$ cat src/rtl/updn_timer_pkg.sv
package updn_timer_pkg;
    typedef enum logic {
        DIR_UP   = 1'b0,
        DIR_DOWN = 1'b1
    } dir_state_e;

    typedef struct packed {
        logic [1:0] edge1;
        logic [1:0] edge0;
        logic       cap1;
        logic       cap0;
        logic       reload;
    } ctrl_t;

    localparam int ADDR_W   = 3;
    localparam int CTRL_W   = 7;
    localparam int DIR_BIT  = 7;
    localparam logic [ADDR_W-1:0] A_CMP0 = 3'd0;
    localparam logic [ADDR_W-1:0] A_CMP1 = 3'd1;
    localparam logic [ADDR_W-1:0] A_CC0  = 3'd2;
    localparam logic [ADDR_W-1:0] A_CC1  = 3'd3;
    localparam logic [ADDR_W-1:0] A_CTRL = 3'd4;
    localparam logic [ADDR_W-1:0] A_CNT  = 3'd5;
endpackage

$ cat src/rtl/updn_timer_capsync.sv
module updn_timer_capsync #(
    parameter int SYNC_STAGES = 2
) (
    input  logic       clk,
    input  logic       rst_n,
    input  logic       sig_in,
    input  logic [1:0] edge_sel,
    output logic       edge_hit
);
    logic [SYNC_STAGES-1:0] sync_q;
    logic                   prev_q;
    logic                   rise;
    logic                   fall;

    genvar g;
    generate
        for (g = 0; g < SYNC_STAGES; g++) begin : g_sync
            always_ff @(posedge clk or negedge rst_n) begin
                if (!rst_n) begin
                    sync_q[g] <= 1'b0;
                end else begin
                    sync_q[g] <= (g == 0) ? sig_in : sync_q[(g == 0) ? 0 : g-1];
                end
            end
        end
    endgenerate

    always_ff @(posedge clk or negedge rst_n) begin
        if (!rst_n) begin
            prev_q <= 1'b0;
        end else begin
            prev_q <= sync_q[SYNC_STAGES-1];
        end
    end

    always_comb begin
        rise = sync_q[SYNC_STAGES-1] & ~prev_q;
        fall = ~sync_q[SYNC_STAGES-1] & prev_q;
        if (edge_sel[1]) begin
            edge_hit = rise | fall;
        end else if (edge_sel[0]) begin
            edge_hit = fall;
        end else begin
            edge_hit = rise;
        end
    end
endmodule

$ cat src/rtl/updn_timer_core.sv
module updn_timer_core
    import updn_timer_pkg::*;
#(
    parameter int CNT_W = 16
) (
    input  logic             clk,
    input  logic             rst_n,
    input  logic             cnt_en,
    input  logic             wr_cnt,
    input  logic [CNT_W-1:0] wr_val,
    input  logic             dir_wr,
    input  logic             dir_val,
    input  logic             reload,
    input  logic [CNT_W-1:0] cmp0,
    output logic [CNT_W-1:0] count_q,
    output logic             dir_down
);
    dir_state_e       st_q, st_d;
    logic [CNT_W-1:0] cnt_d;
    logic             at_zero;
    logic             hit0;

    // state register
    always_ff @(posedge clk or negedge rst_n) begin
        if (!rst_n) begin
            st_q    <= DIR_UP;
            count_q <= '0;
        end else begin
            st_q    <= st_d;
            count_q <= cnt_d;
        end
    end

    always_comb begin
        st_d = st_q;
        if (dir_wr) begin
            st_d = dir_val ? DIR_DOWN : DIR_UP;
        end
    end

    // outputs and count update
    always_comb begin
        at_zero  = (count_q == '0);
        hit0     = (count_q == cmp0);
        dir_down = (st_q == DIR_DOWN);
        cnt_d    = count_q;
        if (wr_cnt) begin
            cnt_d = wr_val;
        end else if (cnt_en) begin
            unique case (st_q)
                DIR_UP:   cnt_d = hit0 ? '0 : count_q + 1'b1;
                DIR_DOWN: cnt_d = (reload && at_zero) ? cmp0 : count_q - 1'b1;
                default:  cnt_d = count_q;
            endcase
        end
    end
endmodule

$ cat src/rtl/updn_timer.sv
module updn_timer
    import updn_timer_pkg::*;
#(
    parameter int CNT_W   = 16,
    parameter int N_CC    = 2,
    parameter int N_SYNC  = 2
) (
    input  logic             clk,
    input  logic             rst_n,
    input  logic             cnt_en,
    input  logic             wr_en,
    input  logic [2:0]       wr_addr,
    input  logic [CNT_W-1:0] wr_data,
    input  logic [2:0]       rd_addr,
    output logic [CNT_W-1:0] rd_data,
    input  logic [N_CC-1:0]  cap_in,
    output logic [CNT_W-1:0] count_q,
    output logic [1:0]       irq_cmp,
    output logic [N_CC-1:0]  irq_cc
);
    ctrl_t             ctrl_q;
    logic [CNT_W-1:0]  cmp0_q, cmp1_q;
    logic [CNT_W-1:0]  ccv_q [N_CC];
    logic [N_CC-1:0]   cap_mode;
    logic [N_CC-1:0]   cap_hit;
    logic [1:0]        esel [N_CC];
    logic              wr_cnt, wr_ctrl, advance, dir_down;

    assign wr_cnt   = wr_en && (wr_addr == A_CNT);
    assign wr_ctrl  = wr_en && (wr_addr == A_CTRL);
    assign advance  = cnt_en && !wr_cnt;
    assign cap_mode = {ctrl_q.cap1, ctrl_q.cap0};
    assign esel[0]  = ctrl_q.edge0;
    assign esel[1]  = ctrl_q.edge1;

    updn_timer_core #(.CNT_W(CNT_W)) u_core (
        .clk      (clk),
        .rst_n    (rst_n),
        .cnt_en   (cnt_en),
        .wr_cnt   (wr_cnt),
        .wr_val   (wr_data),
        .dir_wr   (wr_ctrl),
        .dir_val  (wr_data[DIR_BIT]),
        .reload   (ctrl_q.reload),
        .cmp0     (cmp0_q),
        .count_q  (count_q),
        .dir_down (dir_down)
    );

    always_ff @(posedge clk or negedge rst_n) begin
        if (!rst_n) begin
            ctrl_q  <= '0;
            cmp0_q  <= '0;
            cmp1_q  <= '0;
            irq_cmp <= '0;
        end else begin
            if (wr_ctrl) ctrl_q <= ctrl_t'(wr_data[CTRL_W-1:0]);
            if (wr_en && wr_addr == A_CMP0) cmp0_q <= wr_data;
            if (wr_en && wr_addr == A_CMP1) cmp1_q <= wr_data;
            irq_cmp[0] <= advance && (count_q == cmp0_q);
            irq_cmp[1] <= advance && (count_q == cmp1_q);
        end
    end

    genvar c;
    generate
        for (c = 0; c < N_CC; c++) begin : g_cc
            updn_timer_capsync #(.SYNC_STAGES(N_SYNC)) u_sync (
                .clk      (clk),
                .rst_n    (rst_n),
                .sig_in   (cap_in[c]),
                .edge_sel (esel[c]),
                .edge_hit (cap_hit[c])
            );

            always_ff @(posedge clk or negedge rst_n) begin
                if (!rst_n) begin
                    ccv_q[c]  <= '0;
                    irq_cc[c] <= 1'b0;
                end else begin
                    if (wr_en && wr_addr == A_CC0 + 3'(c)) begin
                        ccv_q[c] <= wr_data;
                    end else if (cap_mode[c] && cap_hit[c]) begin
                        ccv_q[c] <= count_q;
                    end
                    irq_cc[c] <= cap_mode[c] ? cap_hit[c]
                                             : (advance && (count_q == ccv_q[c]));
                end
            end
        end
    endgenerate

    always_comb begin
        unique case (rd_addr)
            A_CMP0:  rd_data = cmp0_q;
            A_CMP1:  rd_data = cmp1_q;
            A_CC0:   rd_data = ccv_q[0];
            A_CC1:   rd_data = ccv_q[1];
            A_CTRL:  rd_data = CNT_W'({dir_down, ctrl_q});
            A_CNT:   rd_data = count_q;
            default: rd_data = '0;
        endcase
    end
endmodule

$ cat config.mk
export PLATFORM = sky130hd
export DESIGN_NAME = updn_timer
export DESIGN_NICKNAME = d
export VERILOG_FILES = /design/src/rtl/updn_timer_pkg.sv /design/src/rtl/updn_timer_capsync.sv /design/src/rtl/updn_timer_core.sv /design/src/rtl/updn_timer.sv
export SDC_FILE = /design/constraint.sdc
export NUM_CORES = 1
export LEC_CHECK = 0
export ABC_AREA = 1
export BUFFER_PORTS_ARGS = -buffer_cell sky130_fd_sc_hd__buf_2
export CELL_PAD_IN_SITES_DETAIL_PLACEMENT = 1
export CELL_PAD_IN_SITES_GLOBAL_PLACEMENT = 1
export CORE_ASPECT_RATIO = 0.9
export CORE_MARGIN = 8
export CORE_UTILIZATION = 39
export CTS_BUF_LIST = sky130_fd_sc_hd__clkbuf_8 sky130_fd_sc_hd__clkbuf_16
export DETAILED_ROUTE_END_ITERATION = 7
export PLACE_DENSITY = 0.77
export SLEW_MARGIN = 20
export SYNTH_ARGS = -nofsm -noshare
export SYNTH_HDL_FRONTEND = slang
export SYNTH_SLANG_ARGS = --single-unit
$ cat constraint.sdc
create_clock -name clk -period 2.65 [get_ports clk]
set_clock_uncertainty 0.2 [all_clocks]
set_input_delay 0.795 -clock clk [delete_from_list [all_inputs] [get_ports clk]]
set_output_delay 0.795 -clock clk [all_outputs]
set_load 0.005 [all_outputs]
# Word-level counts from Yosys, hierarchy flattened
# Index checks and enable logic that the tools add are counted.
# totals
reg_bits	98
wordCells	85
# classes
n_addsub	2
eq_ne	14
muxes	17
bitwise	11
reduce_logical	21
# op_table
op	n
two-way mux 16 bit	8
case mux 16 bit (6 select lines)	1
equality test 16 bit	4
case mux 16 bit (2 select lines)	1
adder 16 x 1 -> 16 bit, second input constant	1
logical NOT 16 bit	1
subtractor 16 x 1 -> 16 bit, second input constant	1
logical AND 1 bit	14
equality test 3 x 2 -> 1 bit, second input constant	4
equality test 3 bit, second input constant	4
two-way mux 1 bit	7
equality test 3 x 1 -> 1 bit, second input constant	2
logical NOT 3 bit	2
nonzero test 2 bit	3
NOT 1 bit	5
bitwise AND 1 bit	4
OR 1 bit	2
logical NOT 1 bit	1

# Logic depth before layout (Yosys ltp)
# Gate-level depths: netlist of the first run.
# logic_depth
depth_word	7
ltp_mapped	13
mapped_depth_nobuf	11

# Hierarchy
# A second synthesis of the first run with hierarchy kept.
# hier_totals
cells_unflattened	1125
area_unflattened_um2	7392.1
# by_module_without_submodules
mod	instances	cells_each	area_per_inst_um2
updn_timer	1	639	4694.5
updn_timer_core	1	454	2407.3
updn_timer_capsync	2	16	145.1

# Worst setup path before layout of the first run
# Ideal clock, no wire load.
# synth_path
path_kind	input-to-output
start	in rd_addr[2]
end	out rd_data[15]
arrival_time_ns	1.780
t_required_ns	1.655
path_slack_ns	-0.125
path_stages	6
cell_sequence	buf_6 nor3_2 inv_1 o21ai_0 a21oi_1 o221ai_1
# synth_between
elab_chain_cells	2
elab_cells_between_ends	7
# synth_lines
item	line_no	source
from (decl)	updn_timer.sv:14	input logic [2:0] rd_addr,
equality test 3 bit, or another cell as far along	updn_timer.sv:94	unique case (rd_addr)
case mux 16 bit (6 select lines) (*)	updn_timer.sv:94	
to (decl)	updn_timer.sv:15	output logic [CNT_W-1:0] rd_data,
# Mark *: on every way between the ends. The rest lies on a longest branch, timed or not.

# Final worst setup path of the first run
# layout_path
start	in rd_addr[1]
end	out rd_data[3]
# Same word-level chain as after synthesis.

==> results of run 1 <==
-- cells by family after synthesis --
| family | count (synthesis) | synth area share (%) |
|---|---|---|
| AOI/OAI and AO/OA | 216 | 18.9 |
| xor gates and xnor gates | 25 | 3.22 |
| adders and majority gates | 7 | 1.29 |
| buffers and inverters | 179 | 11.9 |
| DFF | 98 | 36.0 |
| and+or+nand+nor | 459 | 28.7 |
-- routing by layer --
metal	share of wire (%)	track usage [%]
met1	43	32.6
met2	47	41.7
met3	6.9	5.20
met4	2.8	8.83
met5	0	0
-- worst register-to-register path, delay by kind of cell, from the launching register on --
family        cells  cell delay [ps]
simple gates     10             1210
buf+inv           1              170
flops             1              600
-- synth_stat cells, types with 3 or more instances --
| cell type | n |
|---|---|
| sky130_fd_sc_hd__ha_1 | 7 |
| sky130_fd_sc_hd__a21oi_1 | 32 |
| sky130_fd_sc_hd__o21ai_0 | 92 |
| sky130_fd_sc_hd__buf_2 | 15 |
| sky130_fd_sc_hd__xor2_1 | 13 |
| sky130_fd_sc_hd__clkbuf_1 | 18 |
| sky130_fd_sc_hd__a221oi_1 | 4 |
| sky130_fd_sc_hd__o211ai_1 | 27 |
| sky130_fd_sc_hd__o2111ai_1 | 6 |
| sky130_fd_sc_hd__nand3_1 | 72 |
| sky130_fd_sc_hd__o22ai_1 | 37 |
| sky130_fd_sc_hd__nand4_1 | 7 |
| sky130_fd_sc_hd__nor2_1 | 59 |
| sky130_fd_sc_hd__nor2_2 | 6 |
| sky130_fd_sc_hd__nor2_4 | 3 |
| sky130_fd_sc_hd__buf_6 | 11 |
| sky130_fd_sc_hd__nor3_1 | 7 |
| sky130_fd_sc_hd__clkinv_1 | 3 |
| sky130_fd_sc_hd__inv_1 | 109 |
| sky130_fd_sc_hd__buf_4 | 8 |
| sky130_fd_sc_hd__xnor2_1 | 12 |
| sky130_fd_sc_hd__o221ai_1 | 8 |
| sky130_fd_sc_hd__nand2_1 | 291 |
| sky130_fd_sc_hd__nor3_2 | 4 |
| sky130_fd_sc_hd__a22oi_1 | 8 |
| sky130_fd_sc_hd__dfrtp_1 | 98 |
| sky130_fd_sc_hd__inv_2 | 12 |
-- worst max path at each step --
stage,start,to,slack (ps),cells after the start
2_1_floorplan,rd_addr[2],rd_data[15],-8,6
3_3_place_gp,rd_addr[2],rd_data[11],-250,6
3_5_place_dp,rd_addr[0],rd_data[11],-300,7
4_1_cts,rd_addr[1],rd_data[14],-180,10
5_1_grt,rd_addr[1],rd_data[0],-240,8
6_report,rd_addr[1],rd_data[3],-210,8
-- cell type report --
class                      instances  area (µm²)
clock buffer                      10         239
clock inverter                     6        35.0
fill                            2289        9220
inverter                         127         493
multi-input combinational        707        3720
sequential                        98        2450
tap                              240         300
timing repair buffer             128         917
-- repair_timing --
action                                  CTS  global route
pin swaps                                 4             9
setup buffers                             2             1
resized for setup                        40            25
endpoints found under the setup margin   16            16
-- through the flow --
stage	setup WS (ps)	power, µW	util [%]
finish	-209	8020	46.9
CTS	-176	7940	46.3
global route	-240	8580	46.9
floorplan	-8.03	5070	-
global placement	-252	6480	43.8
detailed placement	-300	6600	43.8
-- power groups by stage --
| stage | Sequential (µW) | Clock, µW | Combinational (µW) |
|---|---|---|---|
| after global placement | 2470 | 0 | 4010 |
| after detailed placement | 2480 | 0 | 4120 |
| after CTS | 2470 | 1280 | 4190 |
| after global routing | 2550 | 1320 | 4710 |
| final | 2490 | 1250 | 4270 |
| after floorplan | 2300 | 0 | 2770 |
-- registers in the layout, summed over array words and instances, names as in the netlist --
register / flops
irq_cc: 2
irq_cmp: 2
cmp0_q: 16
g_cc.u_sync.sync_q: 4
u_core.dir_down: 1
u_core.count_q: 16
cap_mode: 2
g_cc.u_sync.prev_q: 2
cmp1_q: 16
ctrl_q: 5
ccv_q: 32
==> metrics, run 1 <==
outcome complete, but fails checks; failing checks setup timing; start of the worst register-to-register path u_core.count_q[8]$_DFFE_PN0P_; Die W ~160 µm; final worst-path cycle share 108%; top cells by area, synth sky130_fd_sc_hd__dfrtp_1, sky130_fd_sc_hd__nand2_1, sky130_fd_sc_hd__o21ai_0; time the final worst path needs with I/O delays and setup ~2900 ps; worst hold-check slack 162 ps; cell count of the worst hold path 0; most frequent cells in the layout sky130_fd_sc_hd__nand2_1, sky130_fd_sc_hd__inv_1, sky130_fd_sc_hd__dfrtp_1, sky130_fd_sc_hd__o21ai_0, sky130_fd_sc_hd__nand3_1; most common cell type on the critical path sky130_fd_sc_hd__buf_6; final routed wirelength across all metal layers 27600 µm; WP data required 1660 ps; fraction of layout instances using a drive strength above 1 19.2%; later-pin clock latency in the skew report 350 ps; final-report setup violation count 16; CP Launch Type input port; total global routing track utilization roughly a quarter; f_max between 300 and 400 MHz; worst setup slack for register-to-register paths 370 ps; number of instances in the synthesized netlist ~1000; register share of total power 31.1%; vertical die dimension 141 µm; capture instance of the worst register-to-register path u_core.count_q[11]$_DFFE_PN0P_; worst min-delay path endpoint g_cc[1].u_sync.sync_q[1]$_DFF_PN0_; count of unresolved DRC violations after routing 0; final net count 1106; total count of hold-check failures in the final report 0; leakage component of the power 0.00409 µW; CTS HTree Levels 3; area share of the leading cell type in the synthesized netlist 36.0%; Worst Path Arrival around 1900 ps; Sinks on Clock Net 98; Iteration-0 DRC Markers 695; worst-case headroom to the max-slew limit about two thirds; I/O pins 64; hpwl dp around 21000 µm; post-synthesis net count 1019; area of all placed cells without fillers just over 8000 µm²; max-slew violations 0; clock-pin slew reported for the worst setup and hold paths after clock tree synthesis 70 ps; worst-margin pin slew 500 ps; Internal slightly above 4000 µW; initial core utilization 39.2%; antenna violations before repair 0; number of synthesis warnings 0; crit end category primary output; total power divided by cell area 983 nW/µm²; via count of the first global-routing pass 7607; Setup TNS -2510 ps; worst stage delay on the critical path 240 ps; maximum fanout along the worst path 6; TritonCTS clock tree done; area of the die between 20000 and 25000 µm²; standard-cell rows 46; post-synthesis area per instance between 6 and 7 µm²; PortBufs 63; Yosys reg bits 98; wire length of the first global-routing pass 43000 µm; total of max-cap violations 0; quantity of hold-fixing buffers added after cts 0; Placed Cells incl. Taps 1297; RePlAce Congestion 0.935; Top delay family on crit path buffers and inverters; area leader, netlist sky130_fd_sc_hd__dfrtp_1; antenna cell count 0; fin worst setup slack -209 ps; worst hold path startpoint g_cc[1].u_sync.sync_q[0]$_DFF_PN0_; pin count of the biggest net entering global routing 33; count of unique library cells instantiated by Yosys 39; remaining global-route overflow 0; Most used DFF post-synth sky130_fd_sc_hd__dfrtp_1; number of nets with antenna violations after detailed routing 0; RSZ-0062 raised after global routing yes; Clock Tree Root sky130_fd_sc_hd__clkbuf_16; share of flip-flops with an asynchronous set or reset after synthesis 100%; Placed Instance Area 7620 µm²; ordered list of cells on the worst path buf_12, inv_6, buf_6, nor3_4, buf_6, a22oi_2, o211ai_1, buf_2; Area Growth Syn to Fin 19.9%; Pre-Repair DR Iteration Count 5; cell with the biggest individual delay on the critical path sky130_fd_sc_hd__nor3_4; via/cell ratio roughly 5.7; switching portion of total power 48.2%; worst-case clock buffer depth 2; Mapped Area 6810 µm²; combinational share of power 53.3%; FF-to-FF path depth 11; Cell Count, Final, Fillers Out 1316; sequential element share of the synthesized area 36.0%; Worst Path Buf+Inv 5; maximum VDD drop about 0.00038 V; net switching power 3860 µW; Core Area 17400 µm²; via total after detailed routing 7440; post-DR wirelength/cell 20.9 µm; critical path class input port to primary output; number of enable flip-flop cells after synthesis 0; most frequent standard cell in the layout excluding fill and tap cells sky130_fd_sc_hd__nand2_1; Tightest Hold Check Type register to register; Num CTS Buffers 9; clock network fraction of design power approximately 16%
(Power assumes the default switching activity.)
==> inputs of run 2 (changes only) <==
--- a/config.mk
+++ b/config.mk
@@ -9,7 +9,7 @@
 export BUFFER_PORTS_ARGS = -buffer_cell sky130_fd_sc_hd__buf_2
 export CELL_PAD_IN_SITES_DETAIL_PLACEMENT = 1
 export CELL_PAD_IN_SITES_GLOBAL_PLACEMENT = 1
-export CORE_ASPECT_RATIO = 0.9
+export CORE_ASPECT_RATIO = 0.5
 export CORE_MARGIN = 8
 export CORE_UTILIZATION = 39
 export CTS_BUF_LIST = sky130_fd_sc_hd__clkbuf_8 sky130_fd_sc_hd__clkbuf_16
==> metrics, run 2 (synthesis results as in run 1) <==
outcome complete, but fails checks (unchanged); failing checks setup timing (unchanged); CTS HTree Levels 3 (unchanged); crit end category primary output (unchanged); via count of the first global-routing pass 7649 (was 7607); pin count of the biggest net entering global routing 40 (was 33); most frequent cells in the layout sky130_fd_sc_hd__nand2_1, sky130_fd_sc_hd__inv_1, sky130_fd_sc_hd__dfrtp_1, sky130_fd_sc_hd__o21ai_0, sky130_fd_sc_hd__nand3_1 (unchanged); sequential cell area in the final layout 2450 µm² (about the same); maximum fanout along the worst path 6 (unchanged); Iteration-0 DRC Markers 726 (was 695); largest register by flop count ccv_q (unchanged); worst-margin pin slew 466 ps (was 500 ps); Die W 203 µm (was 155 µm); antenna cell count 0 (unchanged); final net count 1100 (was 1106); RSZ-0062 raised after global routing yes (unchanged); hpwl dp 22200 µm (was 21000 µm); fraction of layout instances using a drive strength above 1 20.0% (was 19.2%); total power divided by cell area 1010 nW/µm² (was 983 nW/µm²); Placed Cells incl. Taps 1281 (was 1297); wire length of the first global-routing pass 44500 µm (was 43000 µm); start of the worst register-to-register path u_core.count_q[2]$_DFFE_PN0P_ (was u_core.count_q[8]$_DFFE_PN0P_); most frequent standard cell in the layout excluding fill and tap cells sky130_fd_sc_hd__nand2_1 (unchanged); Num CTS Buffers 9 (unchanged); later-pin clock latency in the skew report 350 ps (about the same); time the final worst path needs with I/O delays and setup 2810 ps (was 2860 ps); Worst Path Arrival 1820 ps (was 1860 ps); total count of hold-check failures in the final report 0 (unchanged); total global routing track utilization 25.9% (was 25.4%); destination of the critical timing path rd_data[7] (was rd_data[3]); total power consumption of the routed design 8300 µW (was 8020 µW); CP Launch Type input port (unchanged); Cell Count, Final, Fillers Out 1304 (was 1316); PortBufs 63 (unchanged); maximum VDD drop 0.000428 V (was 0.000379 V); via/cell ratio 5.73 (was 5.65); worst-case headroom to the max-slew limit 68.8% (was 66.7%); CP Launch Point rd_addr[1] (unchanged); count of unresolved DRC violations after routing 0 (unchanged); fin worst setup slack -161 ps (was -209 ps); antenna violations before repair 0 (unchanged); Core Area 17200 µm² (was 17400 µm²); Tightest Hold Check Type input port to asynchronous set/reset pin (was register to register); leakage component of the power 0.00409 µW (about the same); final routed wirelength across all metal layers 28900 µm (was 27600 µm); via total after detailed routing 7476 (was 7440); critical path class input port to primary output (unchanged); total of max-cap violations 0 (unchanged); standard-cell rows 34 (was 46); max-slew violations 0 (unchanged); Sinks on Clock Net 98 (unchanged); post-DR wirelength/cell 22.2 µm (was 20.9 µm); TritonCTS clock tree done (unchanged); initial core utilization 39.5% (was 39.2%); FF-to-FF path depth 11 (unchanged); remaining global-route overflow 0 (unchanged); final-report setup violation count 16 (unchanged); WP data required 1660 ps (about the same); clock-pin slew reported for the worst setup and hold paths after clock tree synthesis 70 ps (about the same); Area Growth Syn to Fin 20.9% (was 19.9%); f_max 356 MHz (was 350 MHz); Pre-Repair DR Iteration Count 5 (unchanged); worst setup slack for register-to-register paths 360 ps (was 370 ps); Clock Tree Root sky130_fd_sc_hd__clkbuf_16 (unchanged); number of nets with antenna violations after detailed routing 0 (unchanged); capture instance of the worst register-to-register path u_core.count_q[10]$_DFFE_PN0P_ (was u_core.count_q[11]$_DFFE_PN0P_); RePlAce Congestion 0.918 (was 0.935); final worst-path cycle share 106% (was 108%); Largest register FFs 32 (unchanged); I/O pins 64 (unchanged); filler instances 2219 (was 2289); area of the die 22200 µm² (was 21900 µm²); vertical die dimension 109 µm (was 141 µm); worst-case clock buffer depth 2 (unchanged); area occupied by multi-input gates 3780 µm² (was 3720 µm²)
-- run 2: layout make-up --
cell class / instances / share of cell area, %
Clock inverter: 7 / 1.12
Inverter: 127 / 5.99
Multi-Input combinational cell: 707 / 46.0
Tap cell: 234 / 3.56
Timing Repair Buffer: 122 / 10.8
Sequential cell: 98 / 29.8
Clock buffer: 9 / 2.74
-- run 2: worst max-delay path, cell delays in order --
cell	delay, ps
sky130_fd_sc_hd__buf_8	110
sky130_fd_sc_hd__buf_6	110
sky130_fd_sc_hd__nor3_4	180
sky130_fd_sc_hd__buf_6	180
sky130_fd_sc_hd__buf_6	130
sky130_fd_sc_hd__a21oi_2	60
sky130_fd_sc_hd__o211ai_1	100
sky130_fd_sc_hd__buf_2	150
-- run 2: where the power goes --
| group | leakage (µW) | internal (µW) | switching, µW |
|---|---|---|---|
| Clock | 0.000153 | 827 | 621 |
| Combinational | 0.00271 | 1490 | 2820 |
| Sequential | 0.00123 | 1960 | 591 |
| Total | 0.00409 | 4270 | 4030 |
-- run 2: what timing repair did --
item                                    CTS  global route
endpoints found under the setup margin   16            16
gates cloned                              1             0
hold buffers                              0             0
resized for setup                        67            16
pin swaps                                11             5
buffers inserted                          7             0
-- run 2: routing by layer --
metal  wire length [µm]  GRT usage (%)  share of wire, %  up-vias
met5                  0              0                 0        -
met4                452           5.92               1.6        0
met3               2870           6.91               9.9       42
met2              12200           38.6                42      313
met1              13500           37.0                47     3720
li1                   -              -                 -     3401
-- run 2: worst min-delay path by stage --
stage | startpoint | to | slack (ps) | depth (start not counted)
after global routing | rst_n | g_cc[1].u_sync.prev_q$_DFF_PN0_ | 160 | 1
after global placement | g_cc[1].u_sync.sync_q[0]$_DFF_PN0_ | g_cc[1].u_sync.sync_q[1]$_DFF_PN0_ | 140 | 0
after floorplan | g_cc[0].u_sync.sync_q[0]$_DFF_PN0_ | g_cc[0].u_sync.sync_q[1]$_DFF_PN0_ | 130 | 0
after detailed placement | g_cc[0].u_sync.sync_q[0]$_DFF_PN0_ | g_cc[0].u_sync.sync_q[1]$_DFF_PN0_ | 140 | 0
final | rst_n | ccv_q[24]$_DFFE_PN0P_ | 130 | 1
after CTS | rst_n | g_cc[1].u_sync.prev_q$_DFF_PN0_ | 150 | 1
-- run 2: metrics by stage --
| step | TNS [ps] | setup WS, ps | instance area (µm²) | utilization (%) | hold slack (ps) |
|---|---|---|---|---|---|
| floorplan | -21.9 | -8.03 | 6830 | - | 131 |
| global placement | -4170 | -330 | 7550 | 43.8 | 137 |
| detailed placement | -5530 | -406 | 7550 | 43.8 | 140 |
| CTS | -1480 | -135 | 8180 | 47.5 | 152 |
| global route | -2240 | -193 | 8230 | 47.8 | 162 |
| finish | -1770 | -161 | 8230 | 47.8 | 133 |
==> inputs of run 3 (changes only) <==
--- a/config.mk
+++ b/config.mk
@@ -6,8 +6,9 @@
 export NUM_CORES = 1
 export LEC_CHECK = 0
 export ABC_AREA = 1
+export ABC_CLOCK_PERIOD_IN_PS = 2650
 export BUFFER_PORTS_ARGS = -buffer_cell sky130_fd_sc_hd__buf_2
-export CELL_PAD_IN_SITES_DETAIL_PLACEMENT = 1
+export CELL_PAD_IN_SITES_DETAIL_PLACEMENT = 0
 export CELL_PAD_IN_SITES_GLOBAL_PLACEMENT = 1
 export CORE_ASPECT_RATIO = 0.5
 export CORE_MARGIN = 8
@@ -19,3 +20,4 @@
 export SYNTH_ARGS = -nofsm -noshare
 export SYNTH_HDL_FRONTEND = slang
 export SYNTH_SLANG_ARGS = --single-unit
+export TNS_END_PERCENT = 20
==> metrics, run 3 (synthesis results as in run 1) <==
later-pin clock latency in the skew report 350 ps (about the same); final worst-path cycle share 106% (about the same); most frequent standard cell in the layout excluding fill and tap cells sky130_fd_sc_hd__nand2_1 (unchanged); remaining global-route overflow 0 (unchanged); via total after detailed routing 7151 (was 7476); via count of the first global-routing pass 6690 (was 7649); outcome complete, but fails checks (unchanged); maximum VDD drop 0.000369 V (was 0.000428 V); RePlAce Congestion 0.918 (unchanged); worst-case clock buffer depth 2 (unchanged); worst hold-check slack 135 ps (was 133 ps); initial core utilization 39.5% (unchanged); Setup TNS -1380 ps (was -1770 ps); time the final worst path needs with I/O delays and setup 2800 ps (was 2810 ps); Placed Cells incl. Taps 1281 (unchanged); final-report setup violation count 16 (unchanged); clock-pin slew reported for the worst setup and hold paths after clock tree synthesis 70 ps (about the same); critical path class input port to primary output (unchanged); destination of the critical timing path rd_data[8] (was rd_data[7]); start of the worst register-to-register path u_core.count_q[1]$_DFFE_PN0P_ (was u_core.count_q[2]$_DFFE_PN0P_); Iteration-0 DRC Markers 716 (was 726); Core Area 17200 µm² (unchanged); total power divided by cell area 1010 nW/µm² (about the same); register share of total power 30.9% (was 30.7%); total of max-cap violations 0 (unchanged); Internal 4350 µW (was 4270 µW); antenna cell count 0 (unchanged); combinational share of power 50.4% (was 51.8%); failing checks setup timing (unchanged); worst-margin pin slew 439 ps (was 466 ps); clock network fraction of design power 18.7% (was 17.5%); Cell Count, Final, Fillers Out 1298 (was 1304); crit end category primary output (unchanged); quantity of hold-fixing buffers added after cts 0 (unchanged); PortBufs 63 (unchanged); final net count 1095 (was 1100); total global routing track utilization 23.5% (was 25.9%); I/O pins 64 (unchanged); total count of hold-check failures in the final report 0 (unchanged); maximum fanout along the worst path 6 (unchanged); count of unresolved DRC violations after routing 0 (unchanged); hpwl dp 20300 µm (was 22200 µm); filler instances 1772 (was 2219); Num CTS Buffers 9 (unchanged); post-DR wirelength/cell 20.0 µm (was 22.2 µm); Die W 203 µm (unchanged); max-slew violations 0 (unchanged); pin count of the biggest net entering global routing 40 (unchanged); most frequent cells in the layout sky130_fd_sc_hd__nand2_1, sky130_fd_sc_hd__inv_1, sky130_fd_sc_hd__dfrtp_1, sky130_fd_sc_hd__o21ai_0, sky130_fd_sc_hd__nand3_1 (unchanged); fin worst setup slack -153 ps (was -161 ps); TritonCTS clock tree done (unchanged); CP Launch Type input port (unchanged); area of the die 22200 µm² (unchanged); CTS HTree Levels 3 (unchanged); switching portion of total power 46.7% (was 48.5%); leakage component of the power 0.00403 µW (was 0.00409 µW); antenna violations before repair 0 (unchanged); wire length of the first global-routing pass 40000 µm (was 44500 µm); FF-to-FF path depth 11 (unchanged); vertical die dimension 109 µm (unchanged); worst setup slack for register-to-register paths 350 ps (was 360 ps); f_max 357 MHz (was 356 MHz); Tightest Hold Check Type input port to asynchronous set/reset pin (unchanged); Area Growth Syn to Fin 19.1% (was 20.9%); Worst Path Arrival 1810 ps (was 1820 ps); Largest register FFs 32 (unchanged); fraction of layout instances using a drive strength above 1 18.6% (was 20.0%); CP Launch Point rd_addr[1] (unchanged); largest register by flop count ccv_q (unchanged); RSZ-0062 raised after global routing yes (unchanged); Clock Tree Root sky130_fd_sc_hd__clkbuf_16 (unchanged); Sinks on Clock Net 98 (unchanged); net switching power 3810 µW (was 4030 µW); standard-cell rows 34 (unchanged); final routed wirelength across all metal layers 26000 µm (was 28900 µm); worst slack, placed -360 ps (was -406 ps); number of nets with antenna violations after detailed routing 0 (unchanged); via/cell ratio 5.51 (was 5.73); WP data required 1660 ps (about the same); Pre-Repair DR Iteration Count 6 (was 5); worst-case headroom to the max-slew limit 70.7% (was 68.8%); capture instance of the worst register-to-register path u_core.count_q[14]$_DFFE_PN0P_ (was u_core.count_q[10]$_DFFE_PN0P_)
run 3: cell count changes in the layout (fill, tap and decap cells not counted), sizes merged:
cell / before / now
bufinv: 2 / 3
inv: 124 / 123
buf: 122 / 117
clkinv: 6 / 5
run 3: power groups by stage:
stage	sequential, µW	combinational (µW)	clock, µW
after floorplan	2300	2770	0
after global placement	2500	3940	0
after detailed placement	2520	3960	0
after CTS	2490	4040	1540
after global routing	2580	4560	1600
final	2520	4110	1530
run 3: per-layer routing:
| layer | wire length (µm) | share of wire, % | track usage [%] |
|---|---|---|---|
| met3 | 2760 | 11 | 6.88 |
| met2 | 10100 | 39 | 32.3 |
| met5 | 0 | 0 | 0 |
| met4 | 215 | 0.83 | 3.65 |
| met1 | 12900 | 50 | 35.9 |
run 3: how the worst min path moves through the flow:
stage,end,slack [ps],depth (start not counted)
floorplan,g_cc[0].u_sync.sync_q[1]$_DFF_PN0_,130,0
global route,g_cc[1].u_sync.sync_q[1]$_DFF_PN0_,150,1
finish,ccv_q[24]$_DFFE_PN0P_,130,1
CTS,ccv_q[24]$_DFFE_PN0P_,150,1
detailed placement,g_cc[0].u_sync.sync_q[1]$_DFF_PN0_,140,0
global placement,g_cc[1].u_sync.sync_q[1]$_DFF_PN0_,140,0
run 3: area by class of cell:
| cell class | count | area (µm²) | area share (%) |
|---|---|---|---|
| multi-input cells | 707 | 3710 | 45.7 |
| flip-flops and latches | 98 | 2450 | 30.2 |
| repair buffers | 117 | 826 | 10.2 |
| inverters | 127 | 493 | 6.08 |
| well taps | 234 | 293 | 3.61 |
| clock buffers | 9 | 225 | 2.78 |
| clock inverters | 6 | 114 | 1.40 |
run 3: through the flow:
step | util, % | total power (µW) | area, µm²
after CTS | 46.9 | 8070 | 8080
after floorplan | - | 5070 | 6830
final | 47.1 | 8150 | 8110
after detailed placement | 43.8 | 6480 | 7550
after global placement | 43.8 | 6440 | 7550
after global routing | 47.1 | 8740 | 8110
run 3: critical path, stage by stage:
cell and delay, ps:
sky130_fd_sc_hd__buf_8 110, sky130_fd_sc_hd__buf_6 110, sky130_fd_sc_hd__nor3_4 170, sky130_fd_sc_hd__buf_6 170, sky130_fd_sc_hd__nand2_1 50, sky130_fd_sc_hd__o21ai_1 90
sky130_fd_sc_hd__a21oi_1 60, sky130_fd_sc_hd__o221ai_1 90, sky130_fd_sc_hd__buf_2 160
run 3: repair_timing:
item                                    CTS  global route
resized for setup                        47             7
pin swaps                                 6             1
endpoints found under the setup margin   16            16
cloned                                    0             0
setup buffers                             2             0
